$ cat src/rtl/tmr_pkg.sv
package tmr_pkg;

  localparam logic [1:0] ADDR_COUNT  = 2'd0;
  localparam logic [1:0] ADDR_PERIOD = 2'd1;
  localparam logic [1:0] ADDR_CTRL   = 2'd2;
  localparam logic [1:0] ADDR_STAT   = 2'd3;

  typedef struct packed {
    logic [3:0] post_sel;
    logic       run;
    logic [1:0] pre_sel;
  } ctrl_t;

  localparam int CTRL_W = $bits(ctrl_t);

  // Last prescaler count value before a step is released.
  function automatic logic [3:0] pre_last(input logic [1:0] sel);
    case (sel)
      2'b00:   pre_last = 4'd0;
      2'b01:   pre_last = 4'd3;
      default: pre_last = 4'd15;
    endcase
  endfunction

  // True when a counter at value cnt has reached the last slot of a 1:(last+1) divider.
  function automatic logic div_done(input logic [3:0] cnt, input logic [3:0] last);
    div_done = (cnt >= last);
  endfunction

endpackage

$ cat src/rtl/tmr_prescaler.sv
module tmr_prescaler #(
  parameter int W = 4
) (
  input  logic         clk,
  input  logic         rst_n,
  input  logic         advance,
  input  logic         clr,
  input  logic [W-1:0] last,
  output logic         step,
  output logic [W-1:0] cnt
);
  import tmr_pkg::*;

  logic at_end;

  assign at_end = div_done(cnt, last);
  assign step   = advance & ~clr & at_end;

  always_ff @(posedge clk or negedge rst_n) begin
    if (!rst_n)       cnt <= '0;
    else if (clr)     cnt <= '0;
    else if (advance) cnt <= at_end ? '0 : cnt + 1'b1;
  end

endmodule

$ cat src/rtl/tmr_counter.sv
module tmr_counter #(
  parameter int W = 8
) (
  input  logic         clk,
  input  logic         rst_n,
  input  logic         step,
  input  logic         load,
  input  logic [W-1:0] load_val,
  input  logic [W-1:0] period,
  output logic [W-1:0] count,
  output logic         wrap,
  output logic         match_q
);

  assign wrap = step & ~load & (count == period);

  always_ff @(posedge clk or negedge rst_n) begin
    if (!rst_n)    count <= '0;
    else if (load) count <= load_val;
    else if (step) count <= wrap ? '0 : count + 1'b1;
  end

  always_ff @(posedge clk or negedge rst_n) begin
    if (!rst_n) match_q <= 1'b0;
    else        match_q <= wrap;
  end

endmodule

$ cat src/rtl/tmr_postscaler.sv
module tmr_postscaler #(
  parameter int W = 4
) (
  input  logic         clk,
  input  logic         rst_n,
  input  logic         pulse,
  input  logic         clr,
  input  logic [W-1:0] sel,
  output logic         hit,
  output logic [W-1:0] cnt
);
  import tmr_pkg::*;

  logic at_end;

  assign at_end = div_done(cnt, sel);
  assign hit    = pulse & ~clr & at_end;

  always_ff @(posedge clk or negedge rst_n) begin
    if (!rst_n)     cnt <= '0;
    else if (clr)   cnt <= '0;
    else if (pulse) cnt <= at_end ? '0 : cnt + 1'b1;
  end

endmodule

$ cat src/rtl/period_timer.sv
module period_timer #(
  parameter int CNT_W = 8,
  parameter int PRE_W = 4,
  parameter int PST_W = 4,
  parameter logic [CNT_W-1:0] PERIOD_RST = '1
) (
  input  logic             clk,
  input  logic             rst_n,
  input  logic             tick_en,
  input  logic             wr_en,
  input  logic [1:0]       wr_addr,
  input  logic [7:0]       wr_data,
  input  logic [1:0]       rd_addr,
  output logic [7:0]       rd_data,
  output logic             match_o,
  output logic             irq
);
  import tmr_pkg::*;

  localparam int PAD_CNT = 8 - CNT_W;

  ctrl_t            ctrl_q;
  logic [CNT_W-1:0] period_q;
  logic [CNT_W-1:0] count_q;
  logic             flag_q;
  logic             ie_q;

  // Named internal events, brought out for the checker.
  logic             cnt_load;
  logic             flag_clr;
  logic             tick_run;
  logic             cnt_step;
  logic             cnt_wrap;
  logic             post_hit;
  logic [PRE_W-1:0] pre_cnt;
  logic [PST_W-1:0] post_cnt;

  assign cnt_load = wr_en & (wr_addr == ADDR_COUNT);
  assign flag_clr = wr_en & (wr_addr == ADDR_STAT) & wr_data[0];
  assign tick_run = tick_en & ctrl_q.run;

  // Register file.
  always_ff @(posedge clk or negedge rst_n) begin
    if (!rst_n) begin
      ctrl_q   <= '0;
      period_q <= PERIOD_RST;
      ie_q     <= 1'b0;
    end else if (wr_en) begin
      case (wr_addr)
        ADDR_PERIOD: period_q <= wr_data[CNT_W-1:0];
        ADDR_CTRL:   ctrl_q   <= ctrl_t'(wr_data[CTRL_W-1:0]);
        ADDR_STAT:   ie_q     <= wr_data[1];
        default:     ;
      endcase
    end
  end

  // The flag is sticky; a set on the same edge as a clear wins.
  always_ff @(posedge clk or negedge rst_n) begin
    if (!rst_n)        flag_q <= 1'b0;
    else if (post_hit) flag_q <= 1'b1;
    else if (flag_clr) flag_q <= 1'b0;
  end

  tmr_prescaler #(.W(PRE_W)) u_pre (
    .clk     (clk),
    .rst_n   (rst_n),
    .advance (tick_run),
    .clr     (cnt_load),
    .last    (PRE_W'(pre_last(ctrl_q.pre_sel))),
    .step    (cnt_step),
    .cnt     (pre_cnt)
  );

  tmr_counter #(.W(CNT_W)) u_cnt (
    .clk      (clk),
    .rst_n    (rst_n),
    .step     (cnt_step),
    .load     (cnt_load),
    .load_val (wr_data[CNT_W-1:0]),
    .period   (period_q),
    .count    (count_q),
    .wrap     (cnt_wrap),
    .match_q  (match_o)
  );

  tmr_postscaler #(.W(PST_W)) u_post (
    .clk   (clk),
    .rst_n (rst_n),
    .pulse (cnt_wrap),
    .clr   (cnt_load),
    .sel   (PST_W'(ctrl_q.post_sel)),
    .hit   (post_hit),
    .cnt   (post_cnt)
  );

  assign irq = flag_q & ie_q;

  always_comb begin
    case (rd_addr)
      ADDR_COUNT:  rd_data = {{PAD_CNT{1'b0}}, count_q};
      ADDR_PERIOD: rd_data = {{PAD_CNT{1'b0}}, period_q};
      ADDR_CTRL:   rd_data = {1'b0, ctrl_q};
      default:     rd_data = {6'b0, ie_q, flag_q};
    endcase
  end

endmodule

$ cat config.mk
export PLATFORM = sky130hd
export DESIGN_NAME = period_timer
export DESIGN_NICKNAME = d
export VERILOG_FILES = /design/src/rtl/tmr_pkg.sv /design/src/rtl/tmr_prescaler.sv /design/src/rtl/tmr_counter.sv /design/src/rtl/tmr_postscaler.sv /design/src/rtl/period_timer.sv
export SDC_FILE = /design/constraint.sdc
export NUM_CORES = 1
export LEC_CHECK = 0
export BUFFER_PORTS_ARGS = -buffer_cell sky130_fd_sc_hd__buf_2
export CAP_MARGIN = 10
export CELL_PAD_IN_SITES_DETAIL_PLACEMENT = 0
export CELL_PAD_IN_SITES_GLOBAL_PLACEMENT = 2
export CORE_MARGIN = 2
export CORE_UTILIZATION = 36
export DETAILED_ROUTE_END_ITERATION = 7
export PLACE_DENSITY = 0.85
export SLEW_MARGIN = 15
export SYNTH_ARGS = -nofsm -noshare
export SYNTH_HDL_FRONTEND = slang
export SYNTH_SLANG_ARGS = --single-unit
$ cat constraint.sdc
create_clock -name clk -period 2.7 [get_ports clk]
set_input_delay 0.27 -clock clk [delete_from_list [all_inputs] [get_ports clk]]
set_output_delay 0.27 -clock clk [all_outputs]
set_load 0.02 [all_outputs]
## Yosys cells after proc, flatten, opt, wreduce, memory -nomap -nowiden

Cells that the tools add are included.

- Register bits: 34
- Latch bits: 0
- Bits in writable memories: 0
- Bits in read-only memories: 0
- Input port bits: 16
- Output and inout port bits: 10
- Word-level logic and storage cells: 57
- Memories: 0

- Add/subtract/negate cells: 3
- Multipliers: 0
- Divide/modulo/power cells: 0
- $lt $le $gt $ge: 2
- Equality and inequality tests: 7
- Shifts and indexed selects: 0
- Mux-type cells: 13
- Bitwise operators: 12
- Reduce and logical (&&, ||, !) cells: 10

Operators by type and width:

| cell | count |
|---|---|
| $mux W4 | 6 |
| $mux W8 | 3 |
| $pmux W8 S3 | 1 |
| $and A1 B1 Y1 | 11 |
| $add A4 B1 Y4 const B | 2 |
| $add A8 B1 Y8 const B | 1 |
| $eq A8 B8 Y1 | 1 |
| $ge A4 B4 Y1 | 2 |
| $pmux W4 S2 | 1 |
| $reduce_bool A2 Y1 | 4 |
| $eq A2 B1 Y1 const B | 3 |
| $eq A2 B2 Y1 const B | 3 |
| $logic_not A2 Y1 | 3 |
| $reduce_and A2 Y1 | 3 |
| $mux W1 | 2 |
| $not A1 Y1 | 1 |

## Depth between registers and ports, before layout

- Word-level depth: 10
- Depth in mapped cells: 9
- Gate-level depth less buffers: 7

## Cells and area by module

Synthesis repeated with hierarchy kept, for this count alone.

- Cell total of the unflattened synthesis: 193
- Area total of the unflattened synthesis: 2213.4 um^2

Modules (own cells, without submodules):

| module | instances | cells each | area an instance (um^2) | seq. area each (um^2) |
|---|---|---|---|---|
| period_timer | 1 | 60 | 884.6 | 435.4 |
| tmr_counter | 1 | 63 | 643.1 | 225.2 |
| tmr_postscaler | 1 | 35 | 342.8 | 100.1 |
| tmr_prescaler | 1 | 35 | 342.8 | 100.1 |

## Least setup slack after synthesis

Ideal clock, no wire load.

- Path kind: reg-to-reg
- Start: reg ctrl_q[0] (netlist name)
- End: reg u_cnt.count[0]
- Setup time: 0.077 ns
- Data arrival time: 2.263 ns
- Data required time: 2.623 ns
- Slack: 0.359 ns
- Cell stages (with the launch flop): 10
- Path buffers: 2
- Clock period less this slack: 2.341 ns
- Cells stage by stage: dfrtp_1 > or2_2 > ha_1 > nand2b_1 > a2111oi_1 > or3_1 > clkbuf_1 > buf_2 > a21oi_1 > a21oi_1

- Word-level cells in the longest chain between the ends: 9
- Elaborated cells on any way between the ends: 11
- Those cells by class: order compare: 1; eq/ne: 1; mux: 4; bitwise: 3; reduce/logical: 2

Ends and longest elaborated chain:

| item | RTL line | text |
|---|---|---|
| start, declared | period_timer.sv:22 | `ctrl_t ctrl_q;` |
| start signal, assigned | period_timer.sv:51 | `ADDR_CTRL: ctrl_q <= ctrl_t'(wr_data[CTRL_W-1:0]);` |
| $eq A2 B1 Y1 or $logic_not A2 Y1 (tied branches) | tmr_pkg.sv:18 | `case (sel)` |
| $pmux W4 S2 (*) | tmr_pkg.sv:18 |  |
| $ge A4 B4 Y1 (*) | tmr_pkg.sv:27 | `div_done = (cnt >= last);` |
| $and A1 B1 Y1 (*) | tmr_prescaler.sv:17 | `assign step = advance & ~clr & at_end;` |
| $and A1 B1 Y1 (2 in series) | tmr_counter.sv:15 | `assign wrap = step & ~load & (count == period);` |
| $mux W8 (2 in series) | tmr_counter.sv:20 | `else if (step) count <= wrap ? '0 : count + 1'b1;` |
| $mux W8 | tmr_counter.sv:19 | `else if (load) count <= load_val;` |
| end signal, assigned | tmr_counter.sv:19 |  |
| end signal, assigned | tmr_counter.sv:20 |  |
| end, declared | tmr_counter.sv:10 | `output logic [W-1:0] count,` |

Every way passes the cells marked *; elsewhere a longest branch is shown, timed or not. The select of a mux whose other input is x is not followed.
A chain may end at the register's enable or synchronous reset.

## Worst setup path in the final report

- Start: reg ctrl_q[1] (netlist name)
- End: reg u_cnt.count[7]

Same word-level chain as after synthesis.

==> results.md <==
Place:
- The count of buffers inserted at the top-level ports is 25.
- After detailed placement, the total cell area comes to 0.002276 mm^2.
- The final RePlAce weighted congestion is 0.7886.
- Once detailed placement completed, the half-perimeter wirelength came to 3586 um.
- Timing analysis after detailed placement gives a worst setup slack of 60.75 ps.

Global route:
- The pin count of the biggest net entering global routing is 35.
- The number of antenna violations at the first check in global routing is 0.
- The number of global-route vias before repair was 1558.
- In the global route stage, overall resource usage came out at 16.91%.
- The first global-routing pass estimated 8031 um of wire.
- The total grt overflow is 0.

Logic synthesis:
- The distinct cell type count after synthesis is 41.
- The synthesized netlist devotes 13.62% of its cell area to compound gates.
- The fraction of the yosys area taken by sequential cells is 41.82%.
- The total number of yosys warnings is 0.
- In the synthesized netlist, the number of instances is 207.
- After synthesis the cells add up to 0.002058 mm^2.
- The proportion of register bits with asynchronous set or reset after synthesis is 100.0%.
- The most used flip-flop cell after synthesis is sky130_fd_sc_hd__dfrtp_1.
- Dividing the synthesized area by the synthesized cell count gives 9.943 um^2.
- The dominant combinational cell family by area after synthesis is simple AND/OR/NAND/NOR gates.
- The post-synthesis xor/xnor area fraction is 3.830%.
- Counting flops with a built-in enable in the synthesized netlist gives 0.
- The adder and majority gate portion of the synthesized area is 6.687%.
- The multiplexer share of the synthesized area is 14.35%.
- The share of synthesized cell area in and, or, nand and nor gates is 16.90%.
- The number of storage elements in the synthesis netlist is 34.
- The post-synth net total is 234.

Power and ir drop:
- The share of total power consumed by net switching is 34.17%.
- The cell-internal power is 0.001032 W.
- The part of the total power dissipated in the clock network is 25.0%.
- The peak supply drop is 0.0002631 V.
- Sequential cells burn 46.6% of the power.
- Combinational logic burns 28.4% of the power.
- Dividing total power by cell area gives a power density of 661.3 mW/mm^2.
- The total power is 0.001568 W.
- The leakage power is 1.050 nW.
- The analysis attributes to net switching a power of 0.0005357 W.

Die:
- In this run the core area contains 27 standard-cell rows.
- The initial standard-cell utilization of the core is 37.38%.
- The die is 79.61 um wide.
- The die height is 79.61 um.
- The I/O pin total is 26.
- The floorplan step defined a die boundary enclosing 0.006338 mm^2.
- The core outline area is 0.005507 mm^2.

Run status:
- The flow ran to the end, and the final reports show no timing, DRC or antenna violations.

STA:
- The number of pins with negative max-slew slack in the final report is 0.
- The worst-margin pin slew is 1049 ps.
- The portion of the clock cycle consumed by the worst path in the final layout is 90.87%.
- Headroom to the max-slew limit came out at 29.50%.
- For the final routed database, the setup TNS stands at 0 ps.
- The total count of hold-check failures in the final report is 0.
- Setup repair after global routing left no endpoint under its margin.
- The upper clock frequency limit is 0.4076 GHz.
- The time the worst path needs with I/O delays and setup is 2453 ps.
- The post-route worst setup slack is 246.5 ps.
- The clock skew is 6.450 ps.
- Setup violations remaining at the end of the flow were counted as 0.

Critical path:
- The worst setup path is captured at a register.
- The signal on the critical path passes through or2_2, ha_1, nand2b_1, a2111oi_1, nor3_1, a32oi_1, o21ai_0.
- In this run the worst path has a maximum fanout of 8.
- The slowest stage cell on the critical path is sky130_fd_sc_hd__a2111oi_1.
- The number of buffers and inverters on the critical path is 0.
- By startpoint and endpoint, the worst setup path is classified as register to register.
- On the critical path the largest part of the delay comes from compound AO/OA/AOI/OAI gates.
- At the worst endpoint, the arrival time is 2620 ps.
- The delay contributed by the slowest stage of the critical path is 570 ps.
- The worst setup path is launched from a register.
- At the worst endpoint, the required time is 2870 ps.

Layout:
- The filler cell count is 567.
- The share of final-layout standard cells stronger than drive strength 1 is 27.85%.
- The final instance area is 0.002371 mm^2.
- The number of nets at the end of the flow is 263.
- Cells fill 43.06% of the core in the end.
- Leaving out fill and tap cells, the most frequent cell in the layout is sky130_fd_sc_hd__dfrtp_1.
- From synthesis to final layout, the design area changed by 15.20%.
- The library cells used most frequently in the layout, excluding fill and tap cells, are sky130_fd_sc_hd__dfrtp_1 (26), sky130_fd_sc_hd__buf_2 (25), sky130_fd_sc_hd__nand2_1 (22).
- 0 antenna diodes ended up in the layout.

Drt:
- The DRC violation count after routing is 0.
- The initial DRC count is 63.
- The number of iterations in the first detailed-routing pass is 4.
- Summing over every cut layer, the via total after detailed routing is 1625.
- Dividing the detail-routed wire length by the instance count gives 15.92 um.
- The aggregate routed wire length is 4920 um.
- The number of nets still failing antenna checks after routing is 0.
- After detailed routing, the number of vias per cell comes to 5.259.

CTS:
- The root buffer cell chosen for the clock tree is sky130_fd_sc_hd__clkbuf_8.
- The number of buffers inserted by post-CTS setup repair is 0.
- At the later pin of the worst-skew pair, clock insertion delay measures 290 ps.
- TritonCTS created 5 clock buffers.
- The clock tree synthesis step divided the H-tree into 2 levels.
- The number of buffers added to fix hold violations after cts is 0.
- The worst-case clock buffer depth is 2.
- Post-CTS repair changed the size of 0 cells.
- The clock-pin transition on the worst setup and hold timing paths is 70 ps.
- The clock tree from TritonCTS is yes.
- The clock net sink count is 34.

Flow run:
- The tool flagged a number of max-cap violations equal to 0.

Hold path:
- The path type of the worst min-delay path is primary input to asynchronous set/reset pin.
==> power groups by stage <==
stage	clock network, W	logic [W]	registers (W)
3_3_place_gp	0	0.000435	0.000735
5_1_grt	0.000431	0.000502	0.000746
4_1_cts	0.000406	0.000446	0.000730
6_report	0.000392	0.000445	0.000731
2_1_floorplan	0	0.000327	0.000704
3_5_place_dp	0	0.000443	0.000739
==> layer usage <==
| metal | vias up | global-route usage (%) | routed length (um) |
|---|---|---|---|
| li1 | 807 | - | - |
| met1 | 777 | 23.96 | 2499 |
| met2 | 36 | 25.13 | 2133 |
| met3 | 5 | 3.507 | 208 |
| met4 | 0 | 6.724 | 78 |
| met5 | - | 0 | 0 |
==> per-stage QoR <==
stage	hold slack (ps)	cells
6_report	63.12	309
3_3_place_gp	395.5	301
2_1_floorplan	-25.59	207
4_1_cts	82.87	309
5_1_grt	113.7	309
3_5_place_dp	401.5	301
==> kinds of logic (layout without fill, tap and decap cells) <==
| kind of cell | count (synthesis) | count (layout) |
|---|---|---|
| simple gates | 68 | 68 |
| fa+ha+maj | 11 | 11 |
| compound gates | 45 | 45 |
| xor+xnor | 9 | 9 |
| flops | 34 | 34 |
| mux | 25 | 25 |
| buf+inv | 15 | 45 |
==> state kept, by name, indices dropped and copies added (netlist names) <==
| register | cells |
|---|---|
| period_q | 8 |
| u_cnt.count | 8 |
| ctrl_q | 7 |
| u_post.cnt | 4 |
| u_pre.cnt | 4 |
| flag_q | 1 |
| ie_q | 1 |
| u_cnt.match_q | 1 |
==> area by class of cell <==
class | instances | area [um^2] | share of cell area [%]
timing repair buffer | 29 | 155.1 | 6.544
multi-input combinational | 158 | 1145 | 48.29
sequential | 34 | 860.8 | 36.31
tap | 72 | 90.09 | 3.799
inverter | 8 | 30.03 | 1.266
clock buffer | 8 | 90.09 | 3.799
==> cell usage after synthesis (4+ instances only) <==
cell type,number,area [um^2]
sky130_fd_sc_hd__nand3_1,8,40.04
sky130_fd_sc_hd__mux2i_1,7,70.07
sky130_fd_sc_hd__clkbuf_1,5,18.77
sky130_fd_sc_hd__nor2_1,8,30.03
sky130_fd_sc_hd__dfrtp_1,26,650.6
sky130_fd_sc_hd__nor3_1,4,20.02
sky130_fd_sc_hd__dfstp_2,8,210.2
sky130_fd_sc_hd__nand2b_1,4,25.02
sky130_fd_sc_hd__xor2_1,9,78.83
sky130_fd_sc_hd__and2_1,4,25.02
sky130_fd_sc_hd__a21oi_1,13,65.06
sky130_fd_sc_hd__o21ai_0,14,70.07
sky130_fd_sc_hd__nand2_1,22,82.58
sky130_fd_sc_hd__inv_1,8,30.03
sky130_fd_sc_hd__ha_1,11,137.6
sky130_fd_sc_hd__mux2_2,16,180.2
==> worst paths after layout <==
path / from / endpoint / slack [ps] / cells after the start
min in group clk: wr_data[7] / u_cnt.count[7] / 220 / 3
setup reg to reg: ctrl_q[1] / u_cnt.count[7] / 250 / 7
max in group asynchronous: rst_n / u_cnt.count[6] / 2140 / 1
hold / removal: rst_n / u_post.cnt[2] / 60 / 1
hold reg to reg: ctrl_q[0] / ctrl_q[0] / 530 / 1
setup / recovery: ctrl_q[1] / u_cnt.count[7] / 250 / 7
Power figures use the tool's default switching activity.
